**src/rtl/slot_limit_pkg.sv**
```systemverilog
// Shared types for the slot cycle limit timer.
package slot_limit_pkg;
    // Timer state: OFF means disabled, already fired, or not yet loaded.
    typedef enum logic {
        SLOT_OFF = 1'b0,
        SLOT_RUN = 1'b1
    } slot_state_e;
endpackage

```
**src/rtl/slot_cfg_reg.sv**
```systemverilog
// Slot length register.
// Holds the programmed slot length, which resets to the all-ones maximum.
// Assumes writes are single-cycle strobes. The value is only sampled at a reload.
module slot_cfg_reg #(
    parameter int W = 8
) (
    input  logic         clk,
    input  logic         rst_n,
    input  logic         wr_en,
    input  logic [W-1:0] wr_data,
    output logic [W-1:0] cfg_q
);
    // Capture a new slot length, or restore the maximum on reset.
    always_ff @(posedge clk) begin
        if (!rst_n)
            cfg_q <= '1;
        else if (wr_en)
            cfg_q <= wr_data;
    end
endmodule

```
**src/rtl/slot_down_counter.sv**
```systemverilog
// Saturating down-counter.
// A load has priority over decrement. The count holds once it reaches zero.
// Assumes dec_en is already qualified by the caller (port owned, timer running).
module slot_down_counter #(
    parameter int W = 8
) (
    input  logic         clk,
    input  logic         rst_n,
    input  logic         load,
    input  logic [W-1:0] load_val,
    input  logic         dec_en,
    output logic [W-1:0] cnt_q,
    output logic         is_zero
);
    localparam logic [W-1:0] ONE = W'(1);

    // Load, decrement, or hold the remaining slot cycles.
    always_ff @(posedge clk) begin
        if (!rst_n)
            cnt_q <= '0;
        else if (load)
            cnt_q <= load_val;
        else if (dec_en && (cnt_q != '0))
            cnt_q <= cnt_q - ONE;
    end

    // Flag an exhausted count.
    always_comb is_zero = (cnt_q == '0);
endmodule

```
**src/rtl/slot_req_gen.sv**
```systemverilog
// Request generator.
// Tracks whether a slot is being timed and issues one re-arbitration pulse
// when the slot is exhausted and the current transfer ends.
// Assumes arb_done marks the cycle in which ownership is (re)granted.
module slot_req_gen
    import slot_limit_pkg::*;
(
    input  logic clk,
    input  logic rst_n,
    input  logic arb_done,
    input  logic len_is_zero,
    input  logic port_busy,
    input  logic xfer_end,
    input  logic cnt_zero,
    output logic dec_en,
    output logic rearb_req
);
    slot_state_e state_q;

    // Enter RUN on a reload with a nonzero length. Leave it after firing.
    always_ff @(posedge clk) begin
        if (!rst_n)
            state_q <= SLOT_OFF;
        else if (arb_done)
            state_q <= len_is_zero ? SLOT_OFF : SLOT_RUN;
        else if (rearb_req)
            state_q <= SLOT_OFF;
    end

    // Count only while the slot runs and a master owns the port.
    always_comb dec_en = (state_q == SLOT_RUN) && port_busy && !arb_done;

    // Request at the end of a transfer once the slot is exhausted. A reload wins.
    always_comb rearb_req = (state_q == SLOT_RUN) && cnt_zero && xfer_end && !arb_done;
endmodule

```
**src/rtl/slot_limit_timer.sv**
```systemverilog
// Slot cycle limit timer for one slave port of a bus matrix.
// Loads the programmed slot length at each arbitration and counts the cycles
// in which the port is owned. When the slot is used up, it asks for
// re-arbitration at the next transfer end. A length of zero disables it.
// Assumes arb_done, port_busy and xfer_end are synchronous to clk.
module slot_limit_timer #(
    parameter int CNT_W = 8
) (
    input  logic             clk,
    input  logic             rst_n,
    input  logic             cfg_wr,
    input  logic [CNT_W-1:0] cfg_wdata,
    input  logic             arb_done,
    input  logic             port_busy,
    input  logic             xfer_end,
    output logic             rearb_req
);
    logic [CNT_W-1:0] cfg_q;
    logic [CNT_W-1:0] cnt_q;
    logic             cnt_zero;
    logic             dec_en;
    logic             len_is_zero;

    // Detect a disabling (zero) slot length at reload time.
    always_comb len_is_zero = (cfg_q == '0);

    slot_cfg_reg #(.W(CNT_W)) cfg_i (
        .clk     (clk),
        .rst_n   (rst_n),
        .wr_en   (cfg_wr),
        .wr_data (cfg_wdata),
        .cfg_q   (cfg_q)
    );

    slot_down_counter #(.W(CNT_W)) cnt_i (
        .clk      (clk),
        .rst_n    (rst_n),
        .load     (arb_done),
        .load_val (cfg_q),
        .dec_en   (dec_en),
        .cnt_q    (cnt_q),
        .is_zero  (cnt_zero)
    );

    slot_req_gen req_i (
        .clk         (clk),
        .rst_n       (rst_n),
        .arb_done    (arb_done),
        .len_is_zero (len_is_zero),
        .port_busy   (port_busy),
        .xfer_end    (xfer_end),
        .cnt_zero    (cnt_zero),
        .dec_en      (dec_en),
        .rearb_req   (rearb_req)
    );
endmodule

```
**config.mk**
```make
export PLATFORM = sky130hd
export DESIGN_NAME = slot_limit_timer
export DESIGN_NICKNAME = d
export VERILOG_FILES = /design/src/rtl/slot_limit_pkg.sv /design/src/rtl/slot_cfg_reg.sv /design/src/rtl/slot_down_counter.sv /design/src/rtl/slot_req_gen.sv /design/src/rtl/slot_limit_timer.sv
export SDC_FILE = /design/constraint.sdc
export NUM_CORES = 1
export LEC_CHECK = 0
export ABC_AREA = 1
export CAP_MARGIN = 10
export CELL_PAD_IN_SITES_DETAIL_PLACEMENT = 0
export CELL_PAD_IN_SITES_GLOBAL_PLACEMENT = 1
export CORE_UTILIZATION = 30
export CTS_CLUSTER_DIAMETER = 80
export DETAILED_ROUTE_END_ITERATION = 8
export GPL_TIMING_DRIVEN = 0
export PLACE_DENSITY = 0.78
export SYNTH_ARGS = -nofsm -noshare
export SYNTH_HDL_FRONTEND = slang
export SYNTH_SLANG_ARGS = --single-unit
```
**constraint.sdc**
```tcl
create_clock -name clk -period 1.7 [get_ports clk]
set_clock_uncertainty 0.1 [all_clocks]
set_input_delay 0.255 -clock clk [delete_from_list [all_inputs] [get_ports clk]]
set_output_delay 0.255 -clock clk [all_outputs]
set_load 0.05 [all_outputs]
```
== Yosys cells after proc, flatten, opt, wreduce, memory -nomap -nowiden ==
Cells that the tools add are included.

* Add/subtract/negate cells: 1
* Muxes and demuxes: 5
* Reductions and logical operators: 12

{| class="wikitable"
|+ Operator list
! kind !! count
|-
| $logic_not A8 Y1 || 2
|-
| $mux W8 || 2
|-
| $reduce_bool A8 Y1 || 1
|-
| $sub A8 B1 Y8 const B || 1
|-
| $logic_and A1 B1 Y1 || 6
|-
| $reduce_bool A2 Y1 || 2
|-
| $mux W1 || 3
|-
| $logic_not A1 Y1 || 1
|}

* Flip-flop bits (word level): 17
* Bits of input ports: 14

== Longest topological paths before layout ==
Gate-level depths: netlist of run 1.

* Depth in word-level cells: 6
* Mapped depth: 9

== By module ==
A second synthesis of run 1 with hierarchy kept.

* Cells, all modules: 158
* Area total of the unflattened synthesis: 977.2 um^2

{| class="wikitable"
|+ Modules (own cells, without submodules)
! module !! times used !! cells each !! area each (um^2) !! seq. area each (um^2)
|-
| slot_down_counter || 1 || 104 || 600.6 || 160.2
|-
| slot_cfg_reg || 1 || 35 || 280.3 || 160.2
|-
| slot_req_gen || 1 || 12 || 70.1 || 20.0
|-
| slot_limit_timer || 1 || 7 || 26.3 || 0.0
|}

== Worst setup path before layout of run 1 ==
Ideal clock, no wire load.

* Path kind: reg-to-output
* Start: reg cnt_i.cnt_q[0]
* End: out rearb_req
* Arrival: 1,581 ps
* Required time: 1,345 ps
* Setup slack: -236 ps
* Cell stages (with the launch flop): 7
* Cells stage by stage: dfxtp_1 -> inv_1 -> ha_1 -> nand2_1 -> nor2_4 -> nand3_1 -> nor2_1

* Longest elaborated chain between the ends: 4

{| class="wikitable"
|+ RTL lines
! element !! line !! RTL
|-
| from (decl) || slot_down_counter.sv:12 || <nowiki>output logic [W-1:0] cnt_q,</nowiki>
|-
| from (signal assigned) || slot_down_counter.sv:22 || <nowiki>cnt_q <= load_val;</nowiki>
|-
| from (signal assigned) || slot_down_counter.sv:24 || <nowiki>cnt_q <= cnt_q - ONE;</nowiki>
|-
| $logic_not A8 Y1 || slot_down_counter.sv:28 || <nowiki>always_comb is_zero = (cnt_q == '0);</nowiki>
|-
| $logic_and A1 B1 Y1 (3 in a row) || slot_req_gen.sv:34 || <nowiki>always_comb rearb_req = (state_q == SLOT_RUN) && cnt_zero && xfer_end && !arb_done;</nowiki>
|-
| to (decl) || slot_limit_timer.sv:16 || <nowiki>output logic rearb_req</nowiki>
|}

Every way passes these cells.

== Worst setup path after layout of run 1 ==
Ends and elaborated chain as after synthesis.

==> results.toml, run 1 <==
[run_status]
status = "complete, but fails checks"
violations = "negative setup slack"

[worst_setup_path]
worstPathArrival_ps = 1400
crit_type = "flop to primary output"
crit_path_start_kind = "flop"
path_max_fanout = 2
required_ps = 1340
cp-end-kind = "primary output"

[yosys]
synthMuxAreaShare_pct = 0
syn_inst = 141
synthSimpleGateAreaFrac_pct = 44.86
synth_xor_area_share_pct = 1.892
yosysSeqAreaShare_pct = 36.76
yosys.area_share.adder_pct = 2.703
synthTopCellsByArea = "dfxtp_1, nand2_1, nand3_1"
synth_top_area_cell = "dfxtp_1"
syn_area_per_cell_um2 = 6.567
syn_nets = 157
yosysUniqueCellTypes = 23
synth_top_family_by_area = "simple AND/OR/NAND/NOR gates"
yosysWarnings = 0
synth_compound_area_share_pct = 7.162
synth-seq-cells = 17
synth_area_um2 = 925.9
yosysTopAreaCellShare_pct = 36.76

[sta]
setup_viol = 1
slew_headroom_pct = 72.09
hold_viol_final = 0
max_freq_ghz = 0.5711
post-route-period-util_pct = 103.0
worst_slack_ps = -50.91
period_minus_slack_ps = 1751
worst_slew_pin_slew_ps = 418.7
drv_slew = 0
grt_setup_unrepaired = "true"
fin_tns_setup_ps = -50.91

[route]
wl_per_cell_um = 10.54
ant_nets = 0
remaining_drc_errors = 0
first_iter_violations = 33
firstDrtPassIters = 4
drt_wl_total_um = 2087
via_count = 929
via_per_inst = 4.692

[placed_design]
place.gp.congestion = 0.7845
portBuffers = 13
dpl.hpwl_um = 1548
place_area_mm2 = 0.001102

[global_routing]
antenna_found_initial = 0
grt_max_degree = 11
track_usage_pct = 14.73
overflow = 0
grt_pass1_wl_um = 3691
grt_pass1_vias = 835

[clock_tree]
cts.sinks = 17
cts_buffers = 3
htreeDepth = 1
clock_path_buffers = 2
clk_latency_ps = 290
cts_tree = "built"
cts-root-buf = "clkbuf_4"
clk_pin_slew_worst_paths_ps = 100

[power_and_ir_drop]
ir_drop_mv = 0.5109
p_leak_uw = 0.0005765
powerDensity_mw_per_mm2 = 756.1

[job]
drv_cap = 0

[die]
num_rows = 19
num_io_pins = 15
die_w_um = 57.56
initial_core_util_pct = 32.73
fp.dieArea_mm2 = 0.003313
design.core.area_mm2 = 0.002829
die_y_um = 57.56

[final_layout]
antenna_cells = 0
area_delta_synth_final_pct = 35.95
num-fill-cells = 293
final_layout_size_suffix_gt1_share_pct = 22.75
finalNetCount = 184
final_area_mm2 = 0.001259
utilization_pct = 44.49

[min_path]
hold_path_class = "primary input to flop"
-- timing repair --
action,4_1_cts,5_1_grt
setup buffers,9,0
pin swaps,9,4
endpoints found under the hold margin,0,0
gates cloned,0,0
setup endpoints to repair,1,1
hold buffers,0,0
gates resized for setup,28,1
-- Yosys cell counts (all sizes together) --
library cell and n:
a21boi 1, a21oi 6, buf 1, clkbuf 2, dfxtp 17, ha 2, inv 13, nand2 52
nand3 18, nand3b 1, nand4 2, nor2 17, nor3 1, nor4 1, o21ai 5, xnor2 1
xor2 1
-- path summary, 6_finish.rpt --
kind	start	endpoint	slack [ps]	cells past startpoint
hold / removal	cfg_wr	cfg_i.cfg_q[5]	230	3
setup / recovery	cnt_i.cnt_q[0]	rearb_req	-50	7
setup reg to reg	cnt_i.cnt_q[0]	cnt_i.cnt_q[2]	220	7
hold reg to reg	cnt_i.cnt_q[0]	cnt_i.cnt_q[0]	370	2
-- worst max-delay path, stage by stage (launching register included) --
cell and delay (ps):
dfxtp_2 330, inv_2 80, ha_4 140, nand2_4 50, nor2_4 150, nand3_2 100, nor2_4 100, buf_6 160
-- kinds of logic (layout without fill, tap and decap cells) --
family | Yosys count | in the layout
compound gates | 12 | 12
xor+xnor | 2 | 2
fa+ha+maj | 2 | 2
buf+inv | 16 | 42
flops | 17 | 17
simple gates | 92 | 92
-- layer usage --
metal / global-route usage, % / wire length, um
met5: 0 / 0
met4: 6.272 / 30
met3: 3.401 / 57
met2: 24.09 / 1013
met1: 18.52 / 986
-- cell usage in the layout, fill, tap and decap left out, types with 2 or more instances in the layout --
cell type / instances
a21oi_1: 6
buf_4: 9
clkbuf_1: 3
clkbuf_4: 3
clkdlybuf4s50_1: 12
dfxtp_1: 10
dfxtp_2: 4
dfxtp_4: 3
inv_1: 10
inv_2: 3
nand2_1: 49
nand2_2: 2
nand3_1: 16
nand3_2: 2
nand4_1: 2
nor2_1: 10
nor2_4: 7
o21ai_0: 4
-- stage by stage --
stage	hold slack (ps)	cells	setup WS [ps]	power, uW
detailed placement	354.3	185	-609.1	684.0
floorplan	277.1	141	115.3	617.1
global placement	353.3	185	-611.9	682.9
finish	230.1	198	-50.91	951.7
CTS	234.3	198	-64.89	954.5
global route	275.4	198	-124.1	1024
-- layout make-up --
cell class              instances  area (um2)  area share, %
plain buffers                   3       12.51         0.9940
repair buffers                 22       198.9          15.81
clock buffers                   4       26.28          2.087
inverters                      13       48.80          3.877
well taps                      31       38.79          3.082
flip-flops and latches         17       356.6          28.33
multi-input cells             108       576.8          45.82
-- where the power goes --
part           leakage [uW]  total [uW]  switching (uW)  internal (uW)
Clock             0.0000150         220             129           91.2
Sequential         0.000145         464            33.0            431
Combinational      0.000417         267             138            129
Total              0.000576         952             300            651
-- sequential cells by signal, summed over array words and instances, names as in the netlist --
name           flops
cfg_i.cfg_q        8
cnt_i.cnt_q        8
req_i.state_q      1
Power figures use the tool's default switching activity.
==> run 2, diff against run 1 <==
--- a/config.mk
+++ b/config.mk
@@ -9,6 +9,7 @@
 export CAP_MARGIN = 10
 export CELL_PAD_IN_SITES_DETAIL_PLACEMENT = 0
 export CELL_PAD_IN_SITES_GLOBAL_PLACEMENT = 1
+export CORE_MARGIN = 10
 export CORE_UTILIZATION = 30
 export CTS_CLUSTER_DIAMETER = 80
 export DETAILED_ROUTE_END_ITERATION = 8
@@ -16,4 +17,5 @@
 export PLACE_DENSITY = 0.78
 export SYNTH_ARGS = -nofsm -noshare
 export SYNTH_HDL_FRONTEND = slang
+export SYNTH_HIERARCHICAL = 1
 export SYNTH_SLANG_ARGS = --single-unit
==> constraint.sdc (replaced) <==
create_clock -name clk -period 1.7 [get_ports clk]
set_clock_uncertainty 0.1 [all_clocks]
set_input_delay 0.255 -clock clk [delete_from_list [all_inputs] [get_ports clk]]
set_output_delay 0.255 -clock clk [all_outputs]
set_load 0.01 [all_outputs]
==> run 2 against run 1 <==
The flow now finishes without violations. Power decreased by 0.64%. Sequential power hardly changed. Synthesized area rose by 5.5%. Combinational power about the same. Worst setup slack gained 56 ps. Largest cell class unchanged. Highest routed layer unchanged.
==> results.toml, run 2 <==
[final_layout]
final_layout_size_suffix_gt1_share_pct = 19.89
finalNetCount = 198
num-fill-cells = 345
final_common_cell = "nand2_1"
antenna_cells = 0
area_delta_synth_final_pct = 30.73
top_regs = "cfg_i/cfg_q x8, cnt_i/cnt_q x8, req_i/state_q x1"
mostFrequentLayoutCells = "nand2_1, nand3_1, nor2_1"
utilization_pct = 41.50
final_area_mm2 = 0.001277

[worst_setup_path]
path_cells = "inv_2 -> ha_4 -> nand2_4 -> nor2_4 -> nand3_2 -> nor2_1 -> buf_2"
required_ps = 1340
path_max_fanout = 2
worstPathArrival_ps = 1340
startpoint = "cnt_i/cnt_q[0]"
crit_path_start_kind = "flop"
path_buf_inv = 2
crit_type = "flop to primary output"
cp-end-kind = "primary output"
slowest_delay_ps = 340
critPathSlowestCell = "dfxtp_2"
critPathTopFamily = "simple AND/OR/NAND/NOR gates"
worstReg2RegStart = "cnt_i/cnt_q[0]"

[route]
ant_nets = 0
via_per_inst = 4.302
wl_per_cell_um = 10.28
first_iter_violations = 82
firstDrtPassIters = 5
remaining_drc_errors = 0
drt_wl_total_um = 2312
via_count = 968

[yosys]
synth_edf_count = 0
syn_inst = 158
yosysMostFrequentCell = "nand2_1"
synth_area_um2 = 977.2
yosysUniqueCellTypes = 21
syn_area_per_cell_um2 = 6.185
synthTopCellsByArea = "dfxtp_1, nand2_1, nand3_1"
syn_nets = 174
yosysWarnings = 6
yosysSeqAreaShare_pct = 34.83
synth-seq-cells = 17
synth_top_area_cell = "dfxtp_1"
async_reset_ff_share_pct = 0
synth_top_cells_by_count = "nand2_1, nand3_1, nor2_1"
yosysTopAreaCellShare_pct = 34.83
synth-main-ff-cell = "dfxtp_1"

[die]
num_rows = 20
initial_core_util_pct = 31.75
fp.dieArea_mm2 = 0.005940
design.core.area_mm2 = 0.003078
num_io_pins = 15
die_y_um = 77.07
die_w_um = 77.07

[sta]
max_freq_ghz = 0.5902
worst_slack_ps = 5.570
slew_headroom_pct = 74.92
fin_tns_setup_ps = 0
post-route-period-util_pct = 99.67
hold_viol_final = 0
drv_slew = 0
period_minus_slack_ps = 1694
setup_viol = 0
worst_slew_pin_slew_ps = 376.2
grt_setup_unrepaired = "true"

[placed_design]
portBuffers = 13
pre_cts_ws_ps = -269.3
place_area_mm2 = 0.001162
place.gp.congestion = 0.7743
dpl.hpwl_um = 1809

[clock_tree]
cts_buffers = 3
cts.sinks = 17
cts_tree = "built"
clk_pin_slew_worst_paths_ps = 100
cts-root-buf = "clkbuf_4"
clock_path_buffers = 2
htreeDepth = 1
clk_latency_ps = 290

[global_routing]
antenna_found_initial = 0
grt_pass1_wl_um = 4064
overflow = 0
grt_max_degree = 11
track_usage_pct = 8.009
grt_pass1_vias = 961

[run_status]
status = "complete, no violations"

[min_path]
hold_path_class = "primary input to flop"
hp-start = "cfg_wr"

[power_and_ir_drop]
powerDensity_mw_per_mm2 = 740.2
p_leak_uw = 0.0006050
ir_drop_mv = 0.3209

[job]
drv_cap = 0
run 2: cell type report:
type / count / area (um2) / area share (%)
plain buffers: 3 / 20.02 / 1.567
clock buffers: 4 / 26.28 / 2.057
inverters: 20 / 76.32 / 5.975
multi-input cells: 118 / 583.1 / 45.64
flip-flops and latches: 17 / 346.6 / 27.13
well taps: 44 / 55.05 / 4.309
repair buffers: 19 / 170.2 / 13.32
run 2: power by group:
part / switching (uW) / internal [uW] / total, uW / leakage, uW
sequential: 31.2 / 432 / 463 / 0.000143
combinational: 143 / 124 / 267 / 0.000447
clock: 125 / 91.2 / 216 / 0.0000150
total: 299 / 646 / 946 / 0.000605
run 2: kinds of logic after synthesis:
group           share of synthesized area [%]
buf+inv                                 9.858
compound gates                          4.480
flops                                   34.83
fa+ha+maj                               2.560
simple gates                            47.37
xor+xnor                               0.8965
run 2: worst paths after layout:
path                            slack [ps]              to  cells after the start
worst max-delay path                     6       rearb_req                      7
worst min-delay path                   110  cfg_i/cfg_q[0]                      3
worst max register to register         240  cnt_i/cnt_q[2]                      7
worst min register to register         390  cfg_i/cfg_q[5]                      2
run 2: metal layers:
layer	GRT usage [%]	up-vias	part of all wire (%)
li1	-	542	-
met1	9.628	414	50
met2	13.58	10	48
met3	1.515	2	2.2
met4	3.285	0	0.43
met5	0	-	0
run 2: worst reg2reg max path: cells and delay by family (launching register included):
family	cells	cell delay (ps)
buffers and inverters	2	200
and+or+nand+nor	1	70
AOI/OAI and AO/OA	2	260
DFF	1	350
adders and majority gates	1	270
xor gates and xnor gates	1	150
run 2: per-stage QoR:
stage	instances	total power, uW	hold WS (ps)
3_3_place_gp	215	687.0	368.5
6_report	225	945.6	105.6
5_1_grt	225	1023	104.6
3_5_place_dp	215	691.3	376.3
4_1_cts	223	936.0	95.82
2_1_floorplan	158	620.8	252.6
run 2: repair_timing:
item | in CTS | in global routing
pin swaps | 4 | 3
endpoints found under the setup margin | 1 | 8
buffers inserted | 4 | 2
hold buffers | 0 | 0
resized for setup | 13 | 9
==> run 3, diff against run 2 <==
--- a/config.mk
+++ b/config.mk
@@ -7,14 +7,12 @@
 export LEC_CHECK = 0
 export ABC_AREA = 1
 export CAP_MARGIN = 10
-export CELL_PAD_IN_SITES_DETAIL_PLACEMENT = 0
-export CELL_PAD_IN_SITES_GLOBAL_PLACEMENT = 1
 export CORE_MARGIN = 10
 export CORE_UTILIZATION = 30
 export CTS_CLUSTER_DIAMETER = 80
 export DETAILED_ROUTE_END_ITERATION = 8
 export GPL_TIMING_DRIVEN = 0
-export PLACE_DENSITY = 0.78
+export PLACE_DENSITY = 0.62
 export SYNTH_ARGS = -nofsm -noshare
 export SYNTH_HDL_FRONTEND = slang
 export SYNTH_HIERARCHICAL = 1
==> run 3 against run 2 <==
Power down 0.28%. Die area unchanged. Fmax rose by 2.4%. Via count is 0.83% higher. Register-to-register slack hardly changed. Utilization down 0.12 points. Clock power about the same. First-iteration DRC count down 38%. Global-route usage up 0.29 points. Critical path type unchanged. Highest routed layer unchanged.
==> results.toml, run 3 (synthesis gave the netlist of run 2 again) <==
[final_layout]
antenna_cells = 0
mostFrequentLayoutCells = "nand2_1, nand3_1, nor2_1"
final_cells = 225
final_area_mm2 = 0.001274
finalNetCount = 198
utilization_pct = 41.38
final_common_cell = "nand2_1"
final_layout_size_suffix_gt1_share_pct = 19.89
top_regs = "cfg_i/cfg_q x8, cnt_i/cnt_q x8, req_i/state_q x1"
area_delta_synth_final_pct = 30.35

[sta]
post-route-period-util_pct = 97.33
drv_slew = 0
max_freq_ghz = 0.6043
setup_viol = 0
hold_viol_final = 0
grt_setup_unrepaired = "true"
period_minus_slack_ps = 1655
whs_ps = 101.4
worst_slew_pin_slew_ps = 281.5
slew_headroom_pct = 81.16

[global_routing]
grt_pass1_vias = 997
antenna_found_initial = 0
grt_pass1_wl_um = 4188
overflow = 0
track_usage_pct = 8.298
grt_max_degree = 11

[clock_tree]
cts_buffers = 3
clk_pin_slew_worst_paths_ps = 100
clock_path_buffers = 2
cts.sinks = 17
cts-root-buf = "clkbuf_4"
clk_latency_ps = 290
htreeDepth = 1
cts_tree = "built"

[route]
drt_wl_total_um = 2246
ant_nets = 0
remaining_drc_errors = 0
via_count = 976
first_iter_violations = 51
wl_per_cell_um = 9.982
firstDrtPassIters = 4
via_per_inst = 4.338

[placed_design]
place.gp.congestion = 0.7742
portBuffers = 13
dp_cells = 215
place_area_mm2 = 0.001162
dpl.hpwl_um = 1681

[worst_setup_path]
crit_type = "flop to primary output"
slowest_delay_ps = 330
worstPathArrival_ps = 1300
path_max_fanout = 2
crit_path_start_kind = "flop"
r2r_cells = 7
critPathSlowestCell = "dfxtp_2"
required_ps = 1340
critPathTopFamily = "flip-flops"
path_cells = "inv_2 -> ha_4 -> nand2_2 -> nor2_4 -> nand3_2 -> nor2_1 -> buf_2"
cp_num_cells = 7
path_buf_inv = 2
cp-end-kind = "primary output"

[die]
die_y_um = 77.07
design.core.area_mm2 = 0.003078
die_w_um = 77.07
num_io_pins = 15
initial_core_util_pct = 31.75
num_rows = 20
fp.dieArea_mm2 = 0.005940

[min_path]
hold_path_class = "primary input to flop"
hold_depth = 3

[power_and_ir_drop]
powerDensity_mw_per_mm2 = 740.3
power_uw = 942.9
ir_drop_mv = 0.3738
p_leak_uw = 0.0006063

[job]
drv_cap = 0

[run_status]
status = "complete, no violations"
## run 3: through the flow
step / setup slack, ps / TNS (ps)
finish: 45.32 / 0
floorplan: 307.9 / 0
global placement: -276.8 / -1935
CTS: 9.416 / 0
global route: -51.48 / -51.48
detailed placement: -288.7 / -2067
## run 3: final timing paths
kind / from / endpoint / slack, ps
max reg2reg: cnt_i/cnt_q[0] / cnt_i/cnt_q[2] / 230
max: cnt_i/cnt_q[1] / rearb_req / 50
min reg2reg: cfg_i/cfg_q[0] / cfg_i/cfg_q[0] / 390
min: cfg_wr / cfg_i/cfg_q[0] / 100
## run 3: final cells by class
type,count,area [um2]
timing repair buffer,19,170.2
clock buffer,4,26.28
multi-input combinational,118,575.6
tap,44,55.05
inverter,20,76.32
buffer,3,21.27
fill,336,1804
sequential,17,349.1
## run 3: metal layers
layer / track usage (%) / up-vias / share of wire, %
met5: 0 / - / 0
met3: 1.981 / 4 / 2.9
met2: 14.59 / 13 / 47
li1: - / 537 / -
met4: 3.285 / 0 / 1.6
met1: 9.375 / 422 / 49
## run 3: where the power goes
part	internal, uW	switching [uW]
sequential	431	28.7
combinational	124	142
clock	91.2	126
total	646	297
## run 3: worst register-to-register path: stages (launching register included)
cell and delay [ps]:
dfxtp_1 350, inv_2 60, buf_4 150, ha_1 260, xnor2_1 150, o21ai_0 140
nand2_1 70, a21oi_1 130
## run 3: repair_timing
| item | 4_1_cts | 5_1_grt |
|---|---|---|
| pin swaps | 5 | 0 |
| setup buffers | 6 | 0 |
| hold buffers | 0 | 0 |
| resized for setup | 18 | 4 |
| setup endpoints to repair | 1 | 7 |
